==> src/rtl/cs3_pkg.sv <==
package cs3_pkg;
  localparam int unsigned ORDER = 3;

  function automatic logic signed [1:0] to_pm1(input logic b);
    return b ? 2'sb01 : 2'sb11;
  endfunction
endpackage

==> src/rtl/cs3_ctrl.sv <==
module cs3_ctrl #(
  parameter int unsigned SF_W = 8,
  localparam int unsigned CNT_W = SF_W + 3
) (
  input  logic            clk,
  input  logic            rst_n,
  input  logic            sf_wr,
  input  logic [SF_W-1:0] sf_in,
  input  logic            mod_en,
  output logic            restart,
  output logic            sample_en,
  output logic            frame_end,
  output logic            out_ok,
  output logic            chop_phase
);
  logic [SF_W-1:0]  sf_q;
  logic [CNT_W-1:0] cnt_q;
  logic [CNT_W-1:0] last_idx;
  logic [1:0]       settle_q;

  assign last_idx  = {sf_q, 3'b000} - CNT_W'(1);
  assign restart   = sf_wr;
  assign sample_en = mod_en && !sf_wr;
  assign frame_end = sample_en && (cnt_q == last_idx);
  assign out_ok    = frame_end && (settle_q == 2'd3);

  always_ff @(posedge clk) begin
    if (!rst_n) begin
      sf_q       <= SF_W'(1);
      cnt_q      <= '0;
      settle_q   <= '0;
      chop_phase <= 1'b0;
    end else if (sf_wr) begin
      sf_q       <= (sf_in == '0) ? SF_W'(1) : sf_in;
      cnt_q      <= '0;
      settle_q   <= '0;
      chop_phase <= 1'b0;
    end else if (frame_end) begin
      cnt_q      <= '0;
      chop_phase <= !chop_phase;
      if (settle_q != 2'd3) settle_q <= settle_q + 2'd1;
    end else if (sample_en) begin
      cnt_q <= cnt_q + CNT_W'(1);
    end
  end

  p_sf_nonzero_r2: assert property (@(posedge clk) disable iff (!rst_n)
    sf_q != '0);
  p_cnt_bound_r2: assert property (@(posedge clk) disable iff (!rst_n)
    cnt_q <= last_idx);
  p_chop_step_r5: assert property (@(posedge clk) disable iff (!rst_n)
    !$stable(chop_phase) |-> $past(frame_end || sf_wr));
endmodule

==> src/rtl/cs3_integ.sv <==
module cs3_integ
  import cs3_pkg::*;
#(
  parameter int unsigned ACC_W = 34
) (
  input  logic                    clk,
  input  logic                    rst_n,
  input  logic                    clr,
  input  logic                    en,
  input  logic signed [1:0]       din,
  output logic signed [ACC_W-1:0] acc_next
);
  logic signed [ACC_W-1:0] acc_q [ORDER];
  logic signed [ACC_W-1:0] nxt   [ORDER];

  for (genvar s = 0; s < ORDER; s++) begin : g_stage
    if (s == 0) begin : g_head
      assign nxt[s] = acc_q[s] + {{(ACC_W-2){din[1]}}, din};
    end else begin : g_tail
      assign nxt[s] = acc_q[s] + nxt[s-1];
    end
  end

  assign acc_next = nxt[ORDER-1];

  always_ff @(posedge clk) begin
    for (int s = 0; s < ORDER; s++) begin
      if (!rst_n || clr) acc_q[s] <= '0;
      else if (en)       acc_q[s] <= nxt[s];
    end
  end
endmodule

==> src/rtl/cs3_comb.sv <==
module cs3_comb
  import cs3_pkg::*;
#(
  parameter int unsigned ACC_W = 34
) (
  input  logic                    clk,
  input  logic                    rst_n,
  input  logic                    clr,
  input  logic                    en,
  input  logic signed [ACC_W-1:0] din,
  output logic signed [ACC_W-1:0] dout
);
  logic signed [ACC_W-1:0] dly_q [ORDER];
  logic signed [ACC_W-1:0] stg   [ORDER+1];

  assign stg[0] = din;
  for (genvar s = 0; s < ORDER; s++) begin : g_diff
    assign stg[s+1] = stg[s] - dly_q[s];
  end
  assign dout = stg[ORDER];

  always_ff @(posedge clk) begin
    for (int s = 0; s < ORDER; s++) begin
      if (!rst_n || clr) dly_q[s] <= '0;
      else if (en)       dly_q[s] <= stg[s];
    end
  end
endmodule

==> src/rtl/chop_sinc3_decim.sv <==
module chop_sinc3_decim
  import cs3_pkg::*;
#(
  parameter int unsigned SF_W   = 8,
  parameter int unsigned DOUT_W = 24,
  localparam int unsigned R_MAX = 8 * ((1 << SF_W) - 1),
  localparam int unsigned ACC_W = 1 + ORDER * $clog2(R_MAX)
) (
  input  logic              clk,
  input  logic              rst_n,
  input  logic              sf_wr,
  input  logic [SF_W-1:0]   sf_in,
  input  logic              mod_en,
  input  logic              mod_bit,
  output logic              chop_phase,
  output logic [DOUT_W-1:0] dout,
  output logic              drdy
);
  logic restart, sample_en, frame_end, out_ok;
  logic signed [1:0]       d_pm;
  logic signed [ACC_W-1:0] integ_v, y_new, y_q, avg;
  logic signed [ACC_W:0]   pair_sum;
  logic [DOUT_W-1:0]       word;

  cs3_ctrl #(.SF_W(SF_W)) u_ctrl (
    .clk(clk), .rst_n(rst_n), .sf_wr(sf_wr), .sf_in(sf_in), .mod_en(mod_en),
    .restart(restart), .sample_en(sample_en), .frame_end(frame_end),
    .out_ok(out_ok), .chop_phase(chop_phase)
  );

  assign d_pm = to_pm1(mod_bit ^ chop_phase);

  cs3_integ #(.ACC_W(ACC_W)) u_integ (
    .clk(clk), .rst_n(rst_n), .clr(restart), .en(sample_en),
    .din(d_pm), .acc_next(integ_v)
  );

  cs3_comb #(.ACC_W(ACC_W)) u_comb (
    .clk(clk), .rst_n(rst_n), .clr(restart), .en(frame_end),
    .din(integ_v), .dout(y_new)
  );

  // Pair the new filter output with the previous one; dropping the LSB of
  // the two's-complement sum is a floor division by two.
  assign pair_sum = {y_new[ACC_W-1], y_new} + {y_q[ACC_W-1], y_q};
  assign avg      = pair_sum[ACC_W:1];

  if (ACC_W > DOUT_W) begin : g_sat
    logic hi_same;
    assign hi_same = (avg[ACC_W-1:DOUT_W-1] == '0) ||
                     (avg[ACC_W-1:DOUT_W-1] == '1);
    always_comb begin
      if (hi_same)           word = avg[DOUT_W-1:0];
      else if (avg[ACC_W-1]) word = {1'b1, {(DOUT_W-1){1'b0}}};
      else                   word = {1'b0, {(DOUT_W-1){1'b1}}};
    end
  end else begin : g_ext
    assign word = DOUT_W'(avg);
  end

  always_ff @(posedge clk) begin
    if (!rst_n) begin
      y_q  <= '0;
      dout <= '0;
      drdy <= 1'b0;
    end else begin
      drdy <= out_ok;
      if (restart)        y_q <= '0;
      else if (frame_end) y_q <= y_new;
      if (out_ok) dout <= word;
    end
  end

  p_drdy_single_r9: assert property (@(posedge clk) disable iff (!rst_n)
    drdy |=> !drdy);
  p_dout_hold_r9: assert property (@(posedge clk) disable iff (!rst_n)
    !drdy |-> $stable(dout));
  p_no_drdy_after_wr_r8: assert property (@(posedge clk) disable iff (!rst_n)
    $past(sf_wr) |-> !drdy);
  p_chop_reset_r2: assert property (@(posedge clk) disable iff (!rst_n)
    $past(sf_wr) |-> !chop_phase);
endmodule

==> config.mk <==
export PLATFORM = sky130hd
export DESIGN_NAME = chop_sinc3_decim
export DESIGN_NICKNAME = d
export VERILOG_FILES = /design/src/rtl/cs3_pkg.sv /design/src/rtl/cs3_ctrl.sv /design/src/rtl/cs3_integ.sv /design/src/rtl/cs3_comb.sv /design/src/rtl/chop_sinc3_decim.sv
export SDC_FILE = /design/constraint.sdc
export NUM_CORES = 1
export LEC_CHECK = 0
export ABC_AREA = 0
export BUFFER_PORTS_ARGS = -buffer_cell sky130_fd_sc_hd__clkbuf_2
export CAP_MARGIN = 20
export CORE_UTILIZATION = 45
export CTS_BUF_LIST = sky130_fd_sc_hd__clkbuf_8
export DETAILED_ROUTE_END_ITERATION = 10
export PLACE_DENSITY_LB_ADDON = 0.05
export SYNTH_ARGS = -nofsm -noshare
export SYNTH_HDL_FRONTEND = slang
export SYNTH_HIERARCHICAL = 1
export SYNTH_SLANG_ARGS = --single-unit
==> constraint.sdc <==
create_clock -name clk -period 15.55 [get_ports clk]
set_input_delay 3.11 -clock clk [delete_from_list [all_inputs] [get_ports clk]]
set_output_delay 3.11 -clock clk [all_outputs]
set_load 0.01 [all_outputs]
==> out/results.tsv <==
stage	metric	value	unit
status	run status	complete, no violations	
floorplan	initial standard-cell utilization of the core	45.6	%
drt	routed len/inst	16.9	um
drt	number of design-rule violations left by the first detailed-router iteration	1102	
drt	Final Routed Wirelength	58700	um
floorplan	total number of placement rows	84	
worst_setup_path	startpoint type of the worst setup path	primary input	
drt	amount of wire on met3 after detailed routing	2050	um
run	Maximum Capacitance Violations	0	
synthesis	largest area contributor in the netlist	sky130_fd_sc_hd__edfxtp_1	
clock_network	Max Buffers Root-to-Sink	3	
global_route	maximum number of pins on one net before global-route repair	98	
timing	number of slew-limit violations in the final report	0	
timing	upper clock frequency limit	67.3	MHz
worst_setup_path	kind of capture point of the worst setup path	flop	
synthesis	nets in the synthesized netlist	2868	
clock_network	number of levels the H-tree was split into	2	
drt	DRC violations left	0	
drt	routed via count	19000	
global_route	vias in the first global route	18200	
clock_network	register clock-pin slew on the reported worst setup and hold paths	50	ps
layout	end-of-flow core utilization	50.9	%
layout	antenna cells	0	
floorplan	core outline area	52700	um^2
drt	top routing layer in use	met4	
drt	WL met2	25800	um
layout	share of post-route cells with drive strength above 1	13.9	%
global_route	global router's overall resource usage	21.6	%
synthesis	fraction of post-synthesis cell area in the top cell type by area	25.5	%
synthesis	Cell variety after synth	113	
layout	Net count, final	3005	
clock_network	number of buffers added by the clock tree synthesis step	57	
timing	worst slew margin relative to its limit	35.4	%
drt	met1 wire length	29500	um
worst_setup_path	worst path required time	16100	ps
synthesis	Post-Synthesis Cells	2613	
floorplan	width of the chip	233	um
global_route	residual overflow from global routing	0	
clock_network	CTS Root Cell	sky130_fd_sc_hd__clkbuf_8	
worst_setup_path	signal arrival time at the worst endpoint	15400	ps
clock_network	worst skew pair latency	670	ps
place	post-detailed-placement half-perimeter wirelength	44400	um
layout	area added between synthesis and finish	11.5	%
timing	setup violators final	0	
synthesis	number of enable flip-flop cells after synthesis	204	
place	routability-driven placement congestion ratio	0.885	
synthesis	share of synthesized registers carrying an async set or reset	0	%
synthesis	biggest area contributors in the synthesized netlist	sky130_fd_sc_hd__edfxtp_1 (26%), sky130_fd_sc_hd__ha_1 (12%), sky130_fd_sc_hd__dfxtp_1 (6.8%)	
drt	post-route ant nets	0	
layout	final instance area	26800	um^2
synthesis	synthesized area per cell	9.19	um^2
place	number of port buffers	38	
timing	unrepaired setup endpoints after global routing	false	
synthesis	synthesized cell area	24000	um^2
place	post-detailed-placement cell area	25600	um^2
floorplan	I/O pin cnt	39	
timing	Slew @ Worst Pin	969	ps
timing	final period utilization	95.5	%
clock_network	Num Clock Sinks	285	
worst_hold_path	kind of path behind the tightest hold check	reg2reg	
synthesis	most frequently used flop master after synthesis	sky130_fd_sc_hd__edfxtp_1	
floorplan	area of the die	54300	um^2
clock_network	TritonCTS clock tree	done	
worst_setup_path	slowest stage cell, crit path	sky130_fd_sc_hd__or3b_1	
drt	average vias per placed instance	5.46	
synthesis	post-synthesis sequential area ratio	32.3	%
worst_setup_path	Largest stage delay, worst path	460	ps
timing	worst hold slack across all endpoints	455	ps
worst_setup_path	most frequent cell on the critical path	sky130_fd_sc_hd__a21oi_1	
timing	total count of hold-check failures in the final report	0	
floorplan	overall die height	233	um
timing	Sum Neg Setup Slack	0	ps
drt	Pre-antenna DRT Iters	5	
worst_setup_path	highest net fanout along the worst path	22	
synthesis	#FFs+latches synth	285	
global_route	number of antenna violations at the first check in global routing	0	
timing	worst clock skew	31.2	ps
global_route	first-pass GRT wire length	94700	um
synthesis	synthesis warning total	6	
worst_setup_path	class of the most critical setup path	in2reg	
timing	shortest period the worst path allows	14850	ps
timing repair:
| item | in CTS | in global routing |
|---|---|---|
| setup endpoints to repair | 0 | 23 |
| setup buffers | 0 | 1 |
| hold buffers | 0 | 0 |
| gates resized for setup | 0 | 17 |
synthesized netlist by cell type (all sizes together), types with 6 or more instances:
cell type and count:
a21o 118, a221o 25, a31oi 27, or3 8
nand4 34, nand2b 38, dfxtp 81, o21a 26
or2 9, o21bai 39, nand2 145, and3 29
and4 10, o211ai 16, a21boi 8, inv 169
a211oi 31, a21oi 217, o21ai 112, clkbuf 59
a211o 9, ha 235, a41oi 9, buf 86
nor4 9, nor3 32, and2 200, xnor2 140
a31o 7, a311oi 7, o31a 6, nand3 38
nor2b 40, o31ai 17, xor2 82, edfxtp 204
fa 7, mux2i 50, nor2 157
cell usage in the layout, fill, tap and decap left out, drive strengths merged, types with 118 or more instances in the layout:
master	count
a21o	118
a21oi	217
and2	200
buf	188
edfxtp	204
ha	235
inv	191
nand2	145
nor2	157
xnor2	140
registers in the layout, indices dropped and copies added, names as in the netlist:
register / flops
u_comb/dly_q: 102
u_integ/acc_q: 102
y_q: 34
dout: 24
u_ctrl/cnt_q: 11
u_ctrl/sf_q: 8
u_ctrl/settle_q: 2
drdy: 1
u_ctrl/chop_phase: 1
kinds of logic (layout without fill, tap and decap cells):
| group | Yosys count | after routing | share of synthesized area [%] |
|---|---|---|---|
| simple gates | 769 | 769 | 17.1 |
| compound gates | 723 | 723 | 20.9 |
| buf+inv | 317 | 497 | 6.34 |
| flops | 285 | 285 | 32.3 |
| fa+ha+maj | 242 | 242 | 12.8 |
| xor+xnor | 225 | 225 | 8.42 |
| mux | 51 | 51 | 2.15 |
| other cells | 1 | 1 | 0.0156 |
cell type report:
class / count / area (um^2)
Multi-Input combinational cell: 2011 / 14900
Tap cell: 688 / 861
Clock inverter: 37 / 160
Fill cell: 4970 / 25900
Timing Repair Buffer: 226 / 1630
Inverter: 169 / 634
Clock buffer: 65 / 895
Sequential cell: 285 / 7750
per-layer routing:
metal,track usage [%],vias to the layer above
met5,0,-
met3,2.79,86
met1,30.7,8941
met4,6.70,0
met2,33.8,320
li1,-,9660
stage by stage:
step | instances | setup slack [ps]
floorplan | 2613 | 187
global placement | 3378 | 7.19
detailed placement | 3378 | -167
CTS | 3480 | 469
global route | 3481 | 2.06
finish | 3481 | 696
critical path, delay by kind of cell:
kind                     cells  cell delay [ps]
AO/OA/AOI/OAI               33             6380
adder cells (fa/ha/maj)      7             2270
XOR/XNOR                     8             1630
AND/OR/NAND/NOR              9             1590
buffers and inverters        3              420
final timing paths:
kind,cells after the start,startpoint,endpoint,slack (ps)
min,2,dout[23],dout[23],460
max,60,mod_bit,dout[7],700
max reg2reg,59,u_ctrl/chop_phase,dout[7],2750
min reg2reg,2,dout[23],dout[23],460
Power is left out: the tool's default activity adds up to more than one toggle a clock period on the data nets, which glitch-free logic cannot reach.
